--- src/rtl/bbf_pkg.sv ---
package bbf_pkg;

    typedef enum logic [1:0] {
        PH_IDLE   = 2'd0,
        PH_ERS_SU = 2'd1,
        PH_PGM_SU = 2'd2,
        PH_BUSY   = 2'd3
    } ph_e;

    typedef enum logic [1:0] {
        RD_ARRAY  = 2'd0,
        RD_ID     = 2'd1,
        RD_STATUS = 2'd2
    } rd_mode_e;

    localparam logic [7:0] CMD_ARRAY   = 8'hFF;
    localparam logic [7:0] CMD_STATUS  = 8'h70;
    localparam logic [7:0] CMD_IDENT   = 8'h90;
    localparam logic [7:0] CMD_CLRSR   = 8'h50;
    localparam logic [7:0] CMD_ERS_SU  = 8'h20;
    localparam logic [7:0] CMD_PGM_SUA = 8'h10;
    localparam logic [7:0] CMD_PGM_SUB = 8'h40;
    localparam logic [7:0] CMD_CONFIRM = 8'hD0;

    localparam logic [7:0] ID_MANUF    = 8'h89;
    localparam logic [7:0] ID_DEV_HI   = 8'h88;
    localparam logic [7:0] ID_DEV_TOP  = 8'h9C;
    localparam logic [7:0] ID_DEV_BOT  = 8'h9D;

endpackage

--- src/rtl/bbf_blk_map.sv ---
module bbf_blk_map #(
    parameter int ADDR_W   = 19,
    parameter bit TOP_BOOT = 1'b0
) (
    input  logic [ADDR_W-1:0] addr_i,
    output logic              is_boot_o
);
    localparam logic [ADDR_W-1:0] ONE      = {{(ADDR_W-1){1'b0}}, 1'b1};
    localparam logic [ADDR_W-1:0] BOOT_END = ONE << (ADDR_W - 6);
    localparam logic [ADDR_W-1:0] PAR_SZ   = ONE << (ADDR_W - 7);
    localparam logic [ADDR_W-1:0] P1_END   = BOOT_END + PAR_SZ;
    localparam logic [ADDR_W-1:0] P2_END   = P1_END + PAR_SZ;

    logic [ADDR_W-1:0] m;
    logic [3:0]        idx;

    generate
        if (TOP_BOOT) begin : g_top
            assign m = ~addr_i;
        end else begin : g_bot
            assign m = addr_i;
        end
    endgenerate

    always_comb begin
        if (m < BOOT_END)                 idx = 4'd0;
        else if (m < P1_END)              idx = 4'd1;
        else if (m < P2_END)              idx = 4'd2;
        else if (m[ADDR_W-1 -: 3] == 3'd0) idx = 4'd3;
        else                              idx = 4'd3 + {1'b0, m[ADDR_W-1 -: 3]};
    end

    assign is_boot_o = (idx == 4'd0);
endmodule

--- src/rtl/bbf_busy_tmr.sv ---
module bbf_busy_tmr #(
    parameter int CYC = 8
) (
    input  logic clk,
    input  logic rst_n,
    input  logic start_i,
    input  logic abort_i,
    output logic busy_o,
    output logic last_o
);
    localparam int CW = $clog2(CYC + 1);

    logic [CW-1:0] cnt_d, cnt_q;

    always_comb begin
        cnt_d = cnt_q;
        if (abort_i)            cnt_d = '0;
        else if (start_i)       cnt_d = CW'(CYC);
        else if (cnt_q != '0)   cnt_d = cnt_q - 1'b1;
    end

    always_ff @(posedge clk or negedge rst_n) begin
        if (!rst_n) cnt_q <= '0;
        else        cnt_q <= cnt_d;
    end

    assign busy_o = (cnt_q != '0);
    assign last_o = (cnt_q == CW'(1));
endmodule

--- src/rtl/bbf_cmd_ctrl.sv ---
module bbf_cmd_ctrl
    import bbf_pkg::*;
#(
    parameter int ADDR_W      = 19,
    parameter bit TOP_BOOT    = 1'b0,
    parameter int BUSY_CYCLES = 8
) (
    input  logic              clk,
    input  logic              rst_n,
    input  logic              rp_n_i,
    input  logic              hv_rst_i,
    input  logic              wp_i,
    input  logic              vpp_ok_i,
    input  logic              ce_n_i,
    input  logic              we_n_i,
    input  logic              oe_n_i,
    input  logic              word_mode_i,
    input  logic [ADDR_W-1:0] addr_i,
    input  logic [15:0]       wdata_i,
    input  logic [15:0]       arr_rdata_i,
    output logic [15:0]       dout_o,
    output logic              dq_oe_o,
    output logic              rdy_o,
    output logic              pgm_go_o,
    output logic              ers_go_o,
    output logic [ADDR_W-1:0] op_addr_o,
    output logic [15:0]       op_data_o
);
    localparam logic [7:0] DEV_CODE = TOP_BOOT ? ID_DEV_TOP : ID_DEV_BOT;

    typedef struct packed {
        ph_e               ph;
        rd_mode_e          md;
        logic              e_ers;
        logic              e_pgm;
        logic              v_low;
        logic              lock;
        logic              op_ers;
        logic              pgm_go;
        logic              ers_go;
        logic [ADDR_W-1:0] op_addr;
        logic [15:0]       op_data;
    } st_t;

    localparam st_t ST_RST = '{PH_IDLE, RD_ARRAY, 1'b0, 1'b0, 1'b0, 1'b0,
                               1'b0, 1'b0, 1'b0, '0, 16'h0000};

    st_t  d, q;
    logic wr, boot_hit, blk_ok, tmr_start, tmr_abort, tmr_busy, tmr_last;
    logic [7:0] cmd, sr;

    bbf_blk_map #(.ADDR_W(ADDR_W), .TOP_BOOT(TOP_BOOT)) u_map (
        .addr_i    (addr_i),
        .is_boot_o (boot_hit)
    );

    bbf_busy_tmr #(.CYC(BUSY_CYCLES)) u_tmr (
        .clk     (clk),
        .rst_n   (rst_n),
        .start_i (tmr_start),
        .abort_i (tmr_abort),
        .busy_o  (tmr_busy),
        .last_o  (tmr_last)
    );

    assign wr     = !ce_n_i && !we_n_i;
    assign cmd    = wdata_i[7:0];
    assign blk_ok = !boot_hit || wp_i || hv_rst_i;

    always_comb begin
        d         = q;
        d.pgm_go  = 1'b0;
        d.ers_go  = 1'b0;
        tmr_start = 1'b0;
        tmr_abort = 1'b0;
        if (!rp_n_i) begin
            d         = ST_RST;
            tmr_abort = 1'b1;
        end else begin
            case (q.ph)
                PH_IDLE: begin
                    if (wr) begin
                        case (cmd)
                            CMD_ARRAY:  d.md = RD_ARRAY;
                            CMD_STATUS: d.md = RD_STATUS;
                            CMD_IDENT:  d.md = RD_ID;
                            CMD_CLRSR: begin
                                d.e_ers = 1'b0;
                                d.e_pgm = 1'b0;
                                d.v_low = 1'b0;
                                d.lock  = 1'b0;
                            end
                            CMD_ERS_SU:               d.ph = PH_ERS_SU;
                            CMD_PGM_SUA, CMD_PGM_SUB: d.ph = PH_PGM_SU;
                            default: ;
                        endcase
                    end
                end
                PH_ERS_SU: begin
                    if (wr) begin
                        d.md = RD_STATUS;
                        d.ph = PH_IDLE;
                        if (cmd != CMD_CONFIRM) begin
                            d.e_ers = 1'b1;
                            d.e_pgm = 1'b1;
                        end else if (!blk_ok) begin
                            d.e_ers = 1'b1;
                            d.lock  = 1'b1;
                        end else if (!vpp_ok_i) begin
                            d.e_ers = 1'b1;
                            d.v_low = 1'b1;
                        end else begin
                            d.ph      = PH_BUSY;
                            d.op_ers  = 1'b1;
                            d.ers_go  = 1'b1;
                            d.op_addr = addr_i;
                            tmr_start = 1'b1;
                        end
                    end
                end
                PH_PGM_SU: begin
                    if (wr) begin
                        d.md = RD_STATUS;
                        d.ph = PH_IDLE;
                        if (!blk_ok) begin
                            d.e_pgm = 1'b1;
                            d.lock  = 1'b1;
                        end else if (!vpp_ok_i) begin
                            d.e_pgm = 1'b1;
                            d.v_low = 1'b1;
                        end else begin
                            d.ph      = PH_BUSY;
                            d.op_ers  = 1'b0;
                            d.pgm_go  = 1'b1;
                            d.op_addr = addr_i;
                            d.op_data = wdata_i;
                            tmr_start = 1'b1;
                        end
                    end
                end
                default: begin
                    if (wr && cmd == CMD_STATUS) d.md = RD_STATUS;
                    if (!vpp_ok_i) begin
                        tmr_abort = 1'b1;
                        d.ph      = PH_IDLE;
                        d.v_low   = 1'b1;
                        if (q.op_ers) d.e_ers = 1'b1;
                        else          d.e_pgm = 1'b1;
                    end else if (tmr_last) begin
                        d.ph = PH_IDLE;
                    end
                end
            endcase
        end
    end

    always_ff @(posedge clk or negedge rst_n) begin
        if (!rst_n) q <= ST_RST;
        else        q <= d;
    end

    assign sr = {!tmr_busy, 1'b0, q.e_ers, q.e_pgm, q.v_low, 1'b0, q.lock, 1'b0};

    always_comb begin
        case (q.md)
            RD_STATUS: dout_o = {8'h00, sr};
            RD_ID: begin
                if (!addr_i[0])       dout_o = {8'h00, ID_MANUF};
                else if (word_mode_i) dout_o = {ID_DEV_HI, DEV_CODE};
                else                  dout_o = {8'h00, DEV_CODE};
            end
            default:   dout_o = arr_rdata_i;
        endcase
    end

    assign dq_oe_o   = rp_n_i && !ce_n_i && !oe_n_i && we_n_i;
    assign rdy_o     = !tmr_busy;
    assign pgm_go_o  = q.pgm_go;
    assign ers_go_o  = q.ers_go;
    assign op_addr_o = q.op_addr;
    assign op_data_o = q.op_data;
endmodule

--- config.mk ---
export PLATFORM = sky130hd
export DESIGN_NAME = bbf_cmd_ctrl
export DESIGN_NICKNAME = d
export VERILOG_FILES = /design/src/rtl/bbf_pkg.sv /design/src/rtl/bbf_blk_map.sv /design/src/rtl/bbf_busy_tmr.sv /design/src/rtl/bbf_cmd_ctrl.sv
export SDC_FILE = /design/constraint.sdc
export NUM_CORES = 1
export LEC_CHECK = 0
export BUFFER_PORTS_ARGS = -buffer_cell sky130_fd_sc_hd__buf_2
export CAP_MARGIN = 20
export CORE_MARGIN = 1.5
export CORE_UTILIZATION = 53
export CTS_CLUSTER_DIAMETER = 80
export CTS_CLUSTER_SIZE = 14
export DETAILED_ROUTE_END_ITERATION = 10
export PLACE_DENSITY_LB_ADDON = 0.1
export SYNTH_ARGS = -nofsm -noshare
export SYNTH_HDL_FRONTEND = slang
export SYNTH_SLANG_ARGS = --single-unit
--- constraint.sdc ---
create_clock -name clk -period 6 [get_ports clk]
set_clock_uncertainty 0.15 [all_clocks]
set_input_delay 0.3 -clock clk [delete_from_list [all_inputs] [get_ports clk]]
set_output_delay 0.3 -clock clk [all_outputs]
set_load 0.05 [all_outputs]
==> flow_summary.yaml, run 1 <==
setup_path:
  crit_type: "reg2reg"
  r2r_cells: 7
  critPathMaxFanout: 21
  rrSetupSlack_ps: 3350
  r2r-start: "q[44]"
  cp.arrival_ps: 2680
  end_kind: "flip-flop"
  crit_start: "q[44]"
  cp-start-kind: "flip-flop"
  worstSetupEndpoint: "op_addr_o[8]"
  critPathRequiredTime_ps: 6030
  rr_endpoint: "op_addr_o[8]"
timing:
  report.final.slew_viol_count: 0
  period_needed_ps: 2645
  relSlewSlack: 0.3497
  fin_setup_tns_ps: 0
  final-hold-violation-count: 0
  rsz0062_at_grt: "no"
  tightest_slew_ps: 970.2
  setup_violations: 0
  max_freq_ghz: 0.3780
  period_share: 0.4409
finish:
  fillers: 523
  final-seq-area_um2: 1251
  multi_input_area_um2: 1431
  antenna_cells: 0
  area_growth_pct: 15.10
  drive_above_1_share: 0.3325
  finalNonFillerCells: 487
  final_nets: 485
synth:
  yosysMostFrequentCell: "nand2_1"
  ys_seq_elements: 50
  synth_area_leader_cell: "dfrtp_1"
  synth_xor_area_frac: 0.005714
  avgSynthCellArea_um2: 9.016
  synthMuxAreaShare: 0.01347
  seq_area_frac_synth: 0.4082
  synthArstFlopShare: 1.000
  synth_cell_types: 57
  netlist_area_um2: 3065
  synth.area.top_cells: "dfrtp_1 (41%), buf_4 (8.8%), nand2_1 (7.7%), a22o_1 (5.1%), o21ai_0 (4.2%)"
  synth_nets: 411
  synth_simple_gate_area_frac: 0.2049
  synth_top_area_frac: 0.4082
  synth_common_cells: "nand2_1 (63), dfrtp_1 (50), buf_4 (36)"
  postSynthCellCount: 340
  synth_compound_area_frac: 0.2000
  synth_fa_ha_area_frac: 0.04082
  synth_enable_flop_cells: 0
  synth_top_family_by_area: "simple AND/OR/NAND/NOR gates"
  yosys_warnings: 0
  yosys_most_used_dff: "dfrtp_1"
die:
  num_rows: 27
  die-area_um2: 6249
  die_y_um: 79.05
  start_util: 0.5533
  pin_count: 116
  die_w_um: 79.05
  fp.coreArea_um2: 5540
placement:
  place_congestion: 0.8323
  place_hpwl_um: 5019
  io_buffers: 115
  placed_cells: 477
global_routing:
  grt_use_total: 0.2239
  grt_pass1_wl_um: 11180
  antenna_found_initial: 0
  first_global_vias: 2484
  overflow: 0
  grt_max_degree: 51
cts:
  cts-buffers-inserted: 5
  post_cts_buffers: 0
  clockBufferDepth: 2
  cts_sinks: 50
  ctsRootBufferMaster: "clkbuf_8"
  worstSkewPairLatency_ps: 300
  tritoncts: "built"
  clk_pin_slew_ps: 90
  htree_num_levels: 2
routing:
  dr.pass1.iters: 4
  drt-wirelength-per-cell_um: 13.98
  ant_nets: 0
  drc: 0
  vias: 2648
  vias_per_cell: 5.437
  first_iter_violations: 177
  routed_wl_um: 6806
run:
  maxCapViolCount: 0
pwr:
  ir_drop_mv: 0.2378
  p_per_area_nw_per_um2: 339.2
  power.leakage_nw: 1.821
outcome:
  status: "completed"
worst_hold_path:
  hp-class: "in2reg"
[power breakdown]
part,internal (mW),switching [mW]
Clock,0.0820,0.112
Combinational,0.183,0.413
Sequential,0.378,0.0286
[registers in the layout (all words and copies together), names as in the netlist]
| register | count |
|---|---|
| u_tmr.cnt_q | 4 |
| op_addr_o | 19 |
| op_data_o | 16 |
| pgm_go_o | 1 |
| ers_go_o | 1 |
| q | 9 |
[worst max-delay path, stage by stage (launching register included)]
cell and delay [ps]:
dfrtp_1 420, inv_1 100, ha_1 360, inv_1 200, a221oi_1 430, o2bb2ai_2 390
buf_4 340, o21ai_0 130
[per-stage QoR]
stage	util	area [um^2]	hold WS, ps	setup slack [ps]	total power, mW
6_report	0.6369	3528	61.08	3355	1.197
5_1_grt	0.6369	3528	50.09	3118	1.268
4_1_cts	0.6314	3498	60.53	3355	1.202
3_5_place_dp	0.6152	3408	315.6	3319	1.005
3_3_place_gp	0.6152	3408	306.4	3302	1.000
2_1_floorplan	-	3065	-145.6	2179	0.8960
[placed cells by master (no fill, tap or decap), types with 6 or more instances in the layout]
| cell | n |
|---|---|
| and2_1 | 9 |
| dfrtp_1 | 50 |
| nor2_1 | 11 |
| a22o_1 | 18 |
| o21ai_0 | 26 |
| inv_1 | 14 |
| nor3b_1 | 6 |
| nand2_1 | 63 |
| ha_1 | 10 |
| a21oi_1 | 8 |
| buf_2 | 115 |
[layer usage]
metal  part of all wire  track usage
met1               0.45       0.3033
met2               0.49       0.3761
met3              0.055      0.03678
met4             0.0071      0.05263
met5                  0            0
[logic make-up (layout without fill, tap and decap cells)]
| group | after synthesis | in the layout |
|---|---|---|
| xor+xnor | 2 | 2 |
| simple gates | 124 | 124 |
| mux | 4 | 4 |
| compound gates | 85 | 85 |
| buf+inv | 65 | 140 |
| flops | 50 | 50 |
| fa+ha+maj | 10 | 10 |
[layout make-up]
class / instances / share of cell area
multi-input cells: 225 / 0.4057
well taps: 72 / 0.02553
clock buffers: 5 / 0.01950
inverters: 14 / 0.01489
clock inverters: 3 / 0.006028
repair buffers: 118 / 0.1738
flip-flops and latches: 50 / 0.3546
[timing repair]
action	in CTS	in global routing
hold endpoints to repair	0	18
gates resized for setup	0	0
hold buffers	0	1
[worst min path at each step]
stage / end / cells after the start / startpoint
finish: op_data_o[13] / 2 / wdata_i[13]
global route: op_data_o[13] / 2 / wdata_i[13]
CTS: op_data_o[13] / 2 / wdata_i[13]
detailed placement: op_addr_o[2] / 2 / op_addr_o[2]
global placement: op_addr_o[10] / 2 / op_addr_o[10]
floorplan: ers_go_o / 0 / rst_n
Power figures use the tool's default switching activity.
==> inputs of run 2 (changes only) <==
--- a/config.mk
+++ b/config.mk
@@ -5,10 +5,11 @@
 export SDC_FILE = /design/constraint.sdc
 export NUM_CORES = 1
 export LEC_CHECK = 0
+export ABC_AREA = 1
 export BUFFER_PORTS_ARGS = -buffer_cell sky130_fd_sc_hd__buf_2
 export CAP_MARGIN = 20
 export CORE_MARGIN = 1.5
-export CORE_UTILIZATION = 53
+export CORE_UTILIZATION = 46
 export CTS_CLUSTER_DIAMETER = 80
 export CTS_CLUSTER_SIZE = 14
 export DETAILED_ROUTE_END_ITERATION = 10
==> constraint.sdc (replaced) <==
create_clock -name clk -period 2.35 [get_ports clk]
set_clock_uncertainty 0.15 [all_clocks]
set_input_delay 0.1175 -clock clk [delete_from_list [all_inputs] [get_ports clk]]
set_output_delay 0.1175 -clock clk [all_outputs]
set_load 0.05 [all_outputs]
==> run 2 against run 1 <==
  * Clock power increased to 3.1 times the previous value
  * Critical path depth up 7
  * Final area is 19% higher
  * Synthesized cell count is 36% higher
  * Critical endpoint is now op_addr_o[17]
  * Highest routed layer unchanged
  * Hold slack worse by 51 ps
  * Sequential power rose to 2.8 times the previous value
  * Sequential cell count unchanged
==> flow_summary.yaml, run 2 <==
cts:
  ctsRootBufferMaster: "clkbuf_8"
  clockBufferDepth: 2
  post_cts_buffers: 0
  htree_num_levels: 2
  cts-buffers-inserted: 5
  cts_sinks: 50
  post_cts_resized: 0
  tritoncts: "built"
  worstSkewPairLatency_ps: 300
  clk_pin_slew_ps: 90
  cts_hold_buf: 34
synth:
  ys_seq_elements: 50
  postSynthCellCount: 464
  synth.area.top_cells: "dfrtp_1 (37%), nand2_1 (20%), buf_4 (8.5%), inv_1 (4.6%), nand3b_1 (4.5%)"
  yosysMostFrequentCell: "nand2_1"
  synth_area_leader_cell: "dfrtp_1"
  synthArstFlopShare: 1.000
  avgSynthCellArea_um2: 7.240
  netlist_area_um2: 3359
  synth_nets: 535
  synth_top_area_frac: 0.3724
  yosys_warnings: 0
  seq_area_frac_synth: 0.3724
  synth_cell_types: 33
  yosys_most_used_dff: "dfrtp_1"
  synth_common_cells: "nand2_1 (183), dfrtp_1 (50), inv_1 (41)"
  synth_enable_flop_cells: 0
timing:
  setup_violations: 0
  final-hold-violation-count: 0
  period_needed_ps: 2160
  tightest_slew_ps: 457.3
  relSlewSlack: 0.6951
  timing.hold.ws_ps: 10.04
  fin_setup_tns_ps: 0
  report.final.slew_viol_count: 0
  period_share: 0.9192
  finalWorstSetupSlack_ps: 189.8
  max_freq_ghz: 0.4629
  rsz0062_at_grt: "no"
finish:
  final-seq-area_um2: 1251
  final_cell_mix: "nand2_1 (183), buf_2 (115), dfrtp_1 (50)"
  mostFrequentLayoutCell: "nand2_1"
  finalNonFillerCells: 672
  drive_above_1_share: 0.2639
  fillers: 637
  antenna_cells: 0
  design_area_um2: 4183
  multi_input_area_um2: 1578
  final_nets: 646
  largest_reg_flops: 19
  fin_util: 0.6023
  area_growth_pct: 24.51
die:
  pin_count: 116
  die_w_um: 88.46
  start_util: 0.4838
  die-area_um2: 7825
  num_rows: 30
  fp.coreArea_um2: 6944
  die_y_um: 88.46
worst_hold_path:
  hp-class: "in2reg"
setup_path:
  cp-start-kind: "input port"
  crit_path_frequent_cell: "nand2_1"
  crit_chain: "dlygate4sd3_1, buf_2, inv_2, ha_1, nand2_1, nand2_1, nand3_1, nand2_1, nand3_1, nand2_1, nand2_4, nand2_4, nand2_1, nand2_1"
  crit_type: "in2reg"
  critPathRequiredTime_ps: 2400
  cp.arrival_ps: 2210
  crit_path_max_incr_delay_ps: 530
  end_kind: "flip-flop"
  slowest_stage: "dlygate4sd3_1"
  critPathMaxFanout: 23
global_routing:
  grt_pass1_wl_um: 12990
  antenna_found_initial: 0
  first_global_vias: 3015
  grt_use_total: 0.2080
  grt_max_degree: 31
  overflow: 0
pwr:
  power.leakage_nw: 2.484
  power_mw: 3.677
  p_per_area_nw_per_um2: 879.0
  ir_drop_mv: 0.3284
routing:
  routed_wl_um: 7914
  first_iter_violations: 145
  vias: 3163
  ant_nets: 0
  drt-wirelength-per-cell_um: 11.78
  vias_per_cell: 4.707
  dr.pass1.iters: 4
  drc: 0
placement:
  place_hpwl_um: 5621
  placed_cells: 630
  pre_cts_ws_ps: 281.1
  place_congestion: 0.8801
  dpl_cell_area_um2: 3732
  io_buffers: 115
outcome:
  status: "completed"
run:
  maxCapViolCount: 0
==> run 2: cell types whose count changed in the layout (fill, tap and decap cells not counted), sizes merged, moves of 9 or more <==
cell and change:
a22o -18, nand3b +17, nand2 +129, inv +32, nand3 +23, o21ai -17
and2 -9, nor2 +20, dlygate4sd3 +33
==> run 2: critical path: cells and delay by family <==
family	cells	cell delay, ps
buf+inv	3	710
simple gates	10	1080
fa+ha+maj	1	300
==> run 2: cell families after synthesis <==
group                    share of synthesized area
AND/OR/NAND/NOR                             0.3829
buffers and inverters                       0.1601
flip-flops                                  0.3724
AO/OA/AOI/OAI                              0.04469
adder cells (fa/ha/maj)                    0.03724
XOR/XNOR                                  0.002608
==> run 2: routing by layer <==
| layer | part of all wire | GRT usage |
|---|---|---|
| met4 | 0.010 | 0.05114 |
| met3 | 0.033 | 0.02799 |
| met1 | 0.45 | 0.2545 |
| met5 | 0 | 0 |
| met2 | 0.51 | 0.3858 |
==> run 2: power breakdown <==
part           leakage [nW]  switching, mW  internal (mW)  total [mW]
registers             0.672          0.112           1.03        1.15
logic                  1.76           1.41          0.519        1.93
clock network        0.0514          0.287          0.318       0.605
total                  2.48           1.81           1.87        3.68
==> run 2: final cells by class <==
class	count	area share
multi-input cells	318	0.3772
flip-flops and latches	50	0.2991
repair buffers	153	0.2261
inverters	47	0.04248
well taps	96	0.02872
clock buffers	6	0.01735
clock inverters	2	0.008974
==> run 2: final timing paths <==
path                               from            end  slack (ps)  cells after the start
hold / removal               addr_i[18]  op_addr_o[18]          10                      4
setup / recovery             addr_i[16]  op_addr_o[17]         190                     14
setup reg to reg                  q[44]  op_addr_o[17]         270                      9
max in group asynchronous         rst_n          q[44]        1150                      3
hold reg to reg            op_data_o[3]   op_data_o[3]         320                      2
min in group asynchronous         rst_n  op_addr_o[10]         140                      2
